**config.mk**
```make
export PLATFORM = sky130hd
export DESIGN_NAME = ixsub_decoder
export DESIGN_NICKNAME = d
export VERILOG_FILES = /design/src/rtl/ixsub_pkg.sv /design/src/rtl/ixsub_classify.sv /design/src/rtl/ixsub_pfx_track.sv /design/src/rtl/ixsub_decoder.sv
export SDC_FILE = /design/constraint.sdc
export NUM_CORES = 1
export LEC_CHECK = 0
export ABC_AREA = 1
export CAP_MARGIN = 20
export CORE_AREA = 4 4 57 59
export DETAILED_ROUTE_END_ITERATION = 16
export DIE_AREA = 0 0 61 63
export DONT_BUFFER_PORTS = 1
export GPL_TIMING_DRIVEN = 0
export SYNTH_ARGS = -nofsm -noshare
export SYNTH_HDL_FRONTEND = slang
export SYNTH_HIERARCHICAL = 1
export SYNTH_SLANG_ARGS = --single-unit
```
**constraint.sdc**
```tcl
create_clock -name clk -period 1.5 [get_ports clk]
set_input_delay 0 -clock clk [delete_from_list [all_inputs] [get_ports clk]]
set_output_delay 0 -clock clk [all_outputs]
set_load 0.02 [all_outputs]
```
**src/rtl/ixsub_pkg.sv**
```systemverilog
package ixsub_pkg;
  localparam int OP_W  = 8;
  localparam int SEL_W = 4;
  localparam int FLD_W = 3;

  localparam logic [FLD_W-1:0] FLD_H   = 3'b100;
  localparam logic [FLD_W-1:0] FLD_L   = 3'b101;
  localparam logic [FLD_W-1:0] FLD_MEM = 3'b110;
  localparam logic [FLD_W-1:0] FLD_A   = 3'b111;

  localparam logic [SEL_W-1:0] SEL_NONE    = 4'd15;
  localparam logic [SEL_W-1:0] IDX_BASE_IX = 4'd8;
  localparam logic [SEL_W-1:0] IDX_BASE_IY = 4'd10;

  typedef enum logic [1:0] {PFX_NONE = 2'd0, PFX_IX = 2'd1, PFX_IY = 2'd2} pfx_e;

  typedef enum logic [2:0] {
    K_OTHER = 3'd0, K_LOAD = 3'd1, K_INC = 3'd2,
    K_DEC   = 3'd3, K_LDIMM = 3'd4, K_ALU = 3'd5
  } kind_e;

  typedef struct packed {
    kind_e            kind;
    logic [FLD_W-1:0] fn;
    logic [FLD_W-1:0] dst_fld;
    logic [FLD_W-1:0] src_fld;
    logic             dst_use;
    logic             src_use;
    logic             dst_peer_mem;
    logic             src_peer_mem;
    logic             need_imm;
  } opinfo_t;

  // Substitute H/L by an index half when a prefix is armed and the peer
  // operand is not the memory field.
  function automatic logic [SEL_W-1:0] map_sel(input logic [FLD_W-1:0] fld,
                                               input logic peer_mem,
                                               input pfx_e p);
    logic [SEL_W-1:0] base;
    base = (p == PFX_IY) ? IDX_BASE_IY : IDX_BASE_IX;
    if (p != PFX_NONE && !peer_mem && (fld == FLD_H || fld == FLD_L))
      return base + {{(SEL_W-1){1'b0}}, fld[0]};
    return {1'b0, fld};
  endfunction
endpackage

```
**src/rtl/ixsub_classify.sv**
```systemverilog
module ixsub_classify
  import ixsub_pkg::*;
(
  input  logic [OP_W-1:0] op_byte,
  output opinfo_t         info
);
  localparam logic [OP_W-1:0] HALT_CODE = 8'h76;

  logic [FLD_W-1:0] hi_fld;
  logic [FLD_W-1:0] lo_fld;
  assign hi_fld = op_byte[5:3];
  assign lo_fld = op_byte[2:0];

  always_comb begin
    info = '0;
    info.kind    = K_OTHER;
    info.dst_fld = hi_fld;
    info.src_fld = lo_fld;
    unique case (op_byte[7:6])
      2'b01: begin
        if (op_byte != HALT_CODE) begin
          info.kind         = K_LOAD;
          info.dst_use      = 1'b1;
          info.src_use      = 1'b1;
          info.dst_peer_mem = (lo_fld == FLD_MEM);
          info.src_peer_mem = (hi_fld == FLD_MEM);
        end
      end
      2'b10: begin
        info.kind    = K_ALU;
        info.fn      = hi_fld;
        info.dst_fld = FLD_A;
        info.dst_use = 1'b1;
        info.src_use = 1'b1;
      end
      2'b00: begin
        unique case (lo_fld)
          3'b100: begin
            info.kind = K_INC; info.src_fld = hi_fld;
            info.dst_use = 1'b1; info.src_use = 1'b1;
          end
          3'b101: begin
            info.kind = K_DEC; info.src_fld = hi_fld;
            info.dst_use = 1'b1; info.src_use = 1'b1;
          end
          3'b110: begin
            info.kind = K_LDIMM; info.dst_use = 1'b1; info.need_imm = 1'b1;
          end
          default: ;
        endcase
      end
      default: ;
    endcase
  end
endmodule

```
**src/rtl/ixsub_pfx_track.sv**
```systemverilog
module ixsub_pfx_track
  import ixsub_pkg::*;
#(
  parameter logic [OP_W-1:0] IX_CODE = 8'hDD,
  parameter logic [OP_W-1:0] IY_CODE = 8'hFD
) (
  input  logic            clk,
  input  logic            rst_n,
  input  logic            in_valid,
  input  logic [OP_W-1:0] in_byte,
  input  logic            need_imm,
  output pfx_e            cur_pfx,
  output logic            is_op,
  output logic            is_imm
);
  pfx_e pfx_q;
  logic imm_pend_q;
  logic is_pfx;

  assign is_imm  = in_valid && imm_pend_q;
  assign is_pfx  = in_valid && !imm_pend_q && (in_byte == IX_CODE || in_byte == IY_CODE);
  assign is_op   = in_valid && !imm_pend_q && !is_pfx;
  assign cur_pfx = pfx_q;

  always_ff @(posedge clk) begin
    if (!rst_n) begin
      pfx_q      <= PFX_NONE;
      imm_pend_q <= 1'b0;
    end else if (is_imm) begin
      imm_pend_q <= 1'b0;
    end else if (is_pfx) begin
      pfx_q <= (in_byte == IX_CODE) ? PFX_IX : PFX_IY;
    end else if (is_op) begin
      pfx_q      <= PFX_NONE;
      imm_pend_q <= need_imm;
    end
  end

  AST_PFX_ONE_OP: assert property (@(posedge clk) disable iff (!rst_n)
    is_op |=> (cur_pfx == PFX_NONE));
  AST_IMM_ONE_BYTE: assert property (@(posedge clk) disable iff (!rst_n)
    is_imm |=> !imm_pend_q);
  AST_IDLE_KEEPS_PFX: assert property (@(posedge clk) disable iff (!rst_n)
    !in_valid |=> $stable(pfx_q));
endmodule

```
**src/rtl/ixsub_decoder.sv**
```systemverilog
module ixsub_decoder
  import ixsub_pkg::*;
#(
  parameter logic [7:0] IX_CODE = 8'hDD,
  parameter logic [7:0] IY_CODE = 8'hFD
) (
  input  logic       clk,
  input  logic       rst_n,
  input  logic       in_valid,
  input  logic [7:0] in_byte,
  output logic       op_valid,
  output logic [2:0] op_kind,
  output logic [2:0] alu_fn,
  output logic [3:0] dst_sel,
  output logic [3:0] src_sel,
  output logic       pfx_active,
  output logic       imm_valid,
  output logic [7:0] imm_data
);
  localparam int N_OPND = 2;

  opinfo_t          info;
  pfx_e             cur_pfx;
  logic             is_op;
  logic             is_imm;
  logic [FLD_W-1:0] opnd_fld  [N_OPND];
  logic             opnd_use  [N_OPND];
  logic             opnd_peer [N_OPND];
  logic [SEL_W-1:0] opnd_sel  [N_OPND];

  ixsub_classify u_cls (.op_byte(in_byte), .info(info));

  ixsub_pfx_track #(.IX_CODE(IX_CODE), .IY_CODE(IY_CODE)) u_trk (
    .clk(clk), .rst_n(rst_n), .in_valid(in_valid), .in_byte(in_byte),
    .need_imm(info.need_imm), .cur_pfx(cur_pfx), .is_op(is_op), .is_imm(is_imm)
  );

  // index 0 = destination, 1 = source
  assign opnd_fld[0]  = info.dst_fld;
  assign opnd_use[0]  = info.dst_use;
  assign opnd_peer[0] = info.dst_peer_mem;
  assign opnd_fld[1]  = info.src_fld;
  assign opnd_use[1]  = info.src_use;
  assign opnd_peer[1] = info.src_peer_mem;

  for (genvar g = 0; g < N_OPND; g++) begin : g_remap
    assign opnd_sel[g] = opnd_use[g] ? map_sel(opnd_fld[g], opnd_peer[g], cur_pfx)
                                     : SEL_NONE;
  end

  always_ff @(posedge clk) begin
    if (!rst_n) begin
      op_valid   <= 1'b0;
      imm_valid  <= 1'b0;
      op_kind    <= K_OTHER;
      alu_fn     <= '0;
      dst_sel    <= SEL_NONE;
      src_sel    <= SEL_NONE;
      pfx_active <= 1'b0;
      imm_data   <= '0;
    end else begin
      op_valid  <= is_op;
      imm_valid <= is_imm;
      if (is_op) begin
        op_kind    <= info.kind;
        alu_fn     <= info.fn;
        dst_sel    <= opnd_sel[0];
        src_sel    <= opnd_sel[1];
        pfx_active <= (cur_pfx != PFX_NONE);
      end
      if (is_imm) imm_data <= in_byte;
    end
  end

  AST_STROBE_EXCL: assert property (@(posedge clk) disable iff (!rst_n)
    !(op_valid && imm_valid));
  AST_IDLE_QUIET: assert property (@(posedge clk) disable iff (!rst_n)
    !in_valid |=> (!op_valid && !imm_valid));
  AST_PLAIN_NO_IDX: assert property (@(posedge clk) disable iff (!rst_n)
    (op_valid && !pfx_active) |-> (src_sel < IDX_BASE_IX || src_sel == SEL_NONE)
                               && (dst_sel < IDX_BASE_IX || dst_sel == SEL_NONE));
  AST_MEM_PEER: assert property (@(posedge clk) disable iff (!rst_n)
    (op_valid && op_kind == K_LOAD && (src_sel == 4'd6 || dst_sel == 4'd6))
      |-> (src_sel < IDX_BASE_IX && dst_sel < IDX_BASE_IX));
endmodule

```
==> qor.yml <==
cells_and_area:
  multiInputGateArea_um2: 628
  seq_area_um2: 561
  syn2layout_area_growth_pct: 15.7
  nFillCells: 275
  diodes: 0
  final_cell_count_no_fill: 247
  layout-drive-gt1-share_pct: 9.72
  fin_nets: 228
clock_tree:
  cts_buffer_depth: 2
  cts_tree: "done"
  insertion_delay_ns: 0.33
  cts.sinks: 28
  post_cts_buffers: 0
  cts_hold_buf: 12
  clkSlewWorstSetupHoldPaths_ns: 0.15
  root_buffer: "clkbuf_4"
  h-tree-depth: 1
  numCtsBuffers: 3
  cts_resized: 0
timing:
  fmax_ghz: 0.744
  period_needed_ns: 1.34
  tightest_slew_ns: 0.267
  hold_violations: 0
  slew_viol_final: 0
  rsz0062_at_grt: "no"
  finalCritPeriodShare_pct: 89.6
  setup_violations: 0
  maxSlewHeadroom_pct: 82.2
  fin_tns_setup_ns: 0
  fin_skew_ns: 0.0128
detailed_routing:
  post-route-drc-count: 0
  wirelength_um: 3140
  ant_nets: 0
  drt_iter0_markers: 45
  detail_route.vias_per_cell: 5.10
  wire_per_inst_um: 12.7
  vias: 1259
  first_pass_iters: 4
synthesis:
  synth.distinct_cells: 20
  syn_nets: 211
  syn-cell-area_um2: 1350
  netlist.top_cell.by_area: "dfxtp_1"
  yosysSeqAreaShare_pct: 41.6
  netlist_instances: 200
  synth_seq_cells: 28
  synth_top_area_share_pct: 41.6
  syn_avg_cell_area_um2: 6.73
  yosysWarnings: 6
  yosys-top-cells-area: "dfxtp_1, nand2_1, nor2_1, inv_1, o21ai_0"
status:
  status: "finished, final reports clean"
floorplanning:
  dieArea_um2: 3840
  initial_core_util_pct: 49.7
  die_h_um: 63
  rows: 19
  coreArea_um2: 2710
  ioPinCount: 36
  die-width_um: 61
job:
  drv_cap: 0
place:
  place.port_buffers: 0
  gp_congestion: 0.884
  dpl.hpwl_um: 2300
  dp.cells: 231
power:
  vdd.ir_drop.worst_v: 0.000760
  powerDensity_nw_per_um2: 983
  leakagePower_nw: 0.753
grt:
  grt_pass1_wl_um: 5000
  grt_max_degree: 17
  grt_overflow_total: 0
  grt_pass1_vias: 1171
  antenna_found_initial: 0
  grtUsageTotal_pct: 16.7
setup_path:
  r2r_cells: 4
  worst-setup-path-type: "reg -> reg"
  required_ns: 1.77
  start_kind: "register"
  crit_path_end_kind: "register"
  reg2reg_to: "u_trk/cur_pfx[1]"
  r2r_slack_ns: 0.16
  cp.arrival_ns: 1.61
  worstSetupStartpoint: "u_trk/imm_pend_q"
  r2r_start: "u_trk/imm_pend_q"
  cp_max_fo: 4
hold_path:
  hold_path_class: "in -> reg"
  hold_depth: 4
  holdPathEnd: "src_sel[0]"
  worstHoldStart: "in_byte[0]"
## cells in the final DEF (no fill, tap or decap), drive strengths merged
cell	count
clkbuf	3
inv	28
dfxtp	28
nand2	50
dlygate4sd3	12
o22ai	2
nand4	2
nand3	6
a21oi	9
o21ai	20
nand3b	2
buf	6
nor2	45
a31oi	2
bufinv	1
## registers in the layout, summed over array words and instances (netlist names)
name and cells:
alu_fn 3, dst_sel 4, imm_data 8, imm_valid 1, op_kind 3, op_valid 1, pfx_active 1, src_sel 4
u_trk/cur_pfx 2, u_trk/imm_pend_q 1
## worst max path at each step
stage                        to  slack [ns]  depth (start not counted)
6_report       u_trk/cur_pfx[1]        0.16                          4
2_1_floorplan        dst_sel[0]        0.38                          7
4_1_cts        u_trk/cur_pfx[1]        0.15                          4
5_1_grt              dst_sel[2]        0.07                         12
3_5_place_dp         src_sel[1]        0.28                          7
3_3_place_gp         src_sel[1]        0.30                          7
## critical path, stage by stage (launching register included)
cell and delay [ns]:
dfxtp_1 0.38, nor2_4 0.16, nand2_2 0.07, dlygate4sd3_1 0.57, a21oi_2 0.12
## cell type report
class / count / share of cell area (%)
timing repair buffer: 12 / 7.71
buffer: 6 / 3.37
sequential: 28 / 36.0
tap: 31 / 2.49
multi-input combinational: 138 / 40.3
clock inverter: 1 / 1.93
inverter: 28 / 6.75
clock buffer: 3 / 1.45
## cells by family after synthesis
| group | count (synthesis) | synth area share [%] |
|---|---|---|
| buffers and inverters | 34 | 11.7 |
| DFF | 28 | 41.6 |
| and+or+nand+nor | 105 | 32.8 |
| AOI/OAI and AO/OA | 33 | 13.8 |
## per-stage QoR
step           setup WS (ns)  total power, mW  hold WS (ns)  util [%]  instance area (µm²)
2_1_floorplan          0.380            0.988         0.123         -                 1350
3_3_place_gp           0.295             1.02         0.130      51.1                 1390
3_5_place_dp           0.282             1.02         0.130      51.1                 1390
4_1_cts                0.155             1.55       0.00478      57.5                 1560
5_1_grt               0.0711             1.62        0.0144      57.5                 1560
6_report               0.156             1.53       0.00886      57.5                 1560
## synth_stat cells
cell type / number
nor2_1: 41
a21oi_1: 8
nand4_1: 2
nand3_1: 6
buf_6: 2
buf_2: 3
o21ai_0: 18
nand2_1: 47
a21oi_2: 1
o21ai_1: 2
nor2_4: 2
buf_8: 1
inv_2: 1
inv_1: 27
nand3b_1: 2
a31oi_1: 2
nand2_2: 3
nor2_2: 2
dfxtp_1: 28
o22ai_2: 2
## power breakdown
| group | switching, mW | internal, mW | leakage, nW | total [mW] |
|---|---|---|---|---|
| registers | 0.0584 | 0.778 | 0.229 | 0.836 |
| clock network | 0.221 | 0.271 | 0.0279 | 0.491 |
| logic | 0.120 | 0.0833 | 0.496 | 0.203 |
## metal layers
metal / vias up / wire length (µm) / global-route usage, %
li1: 650 / - / -
met1: 564 / 1430 / 20.7
met2: 40 / 1470 / 27.4
met3: 5 / 196 / 4.34
met4: 0 / 43 / 5.69
met5: - / 0 / 0
(Power assumes the default switching activity.)
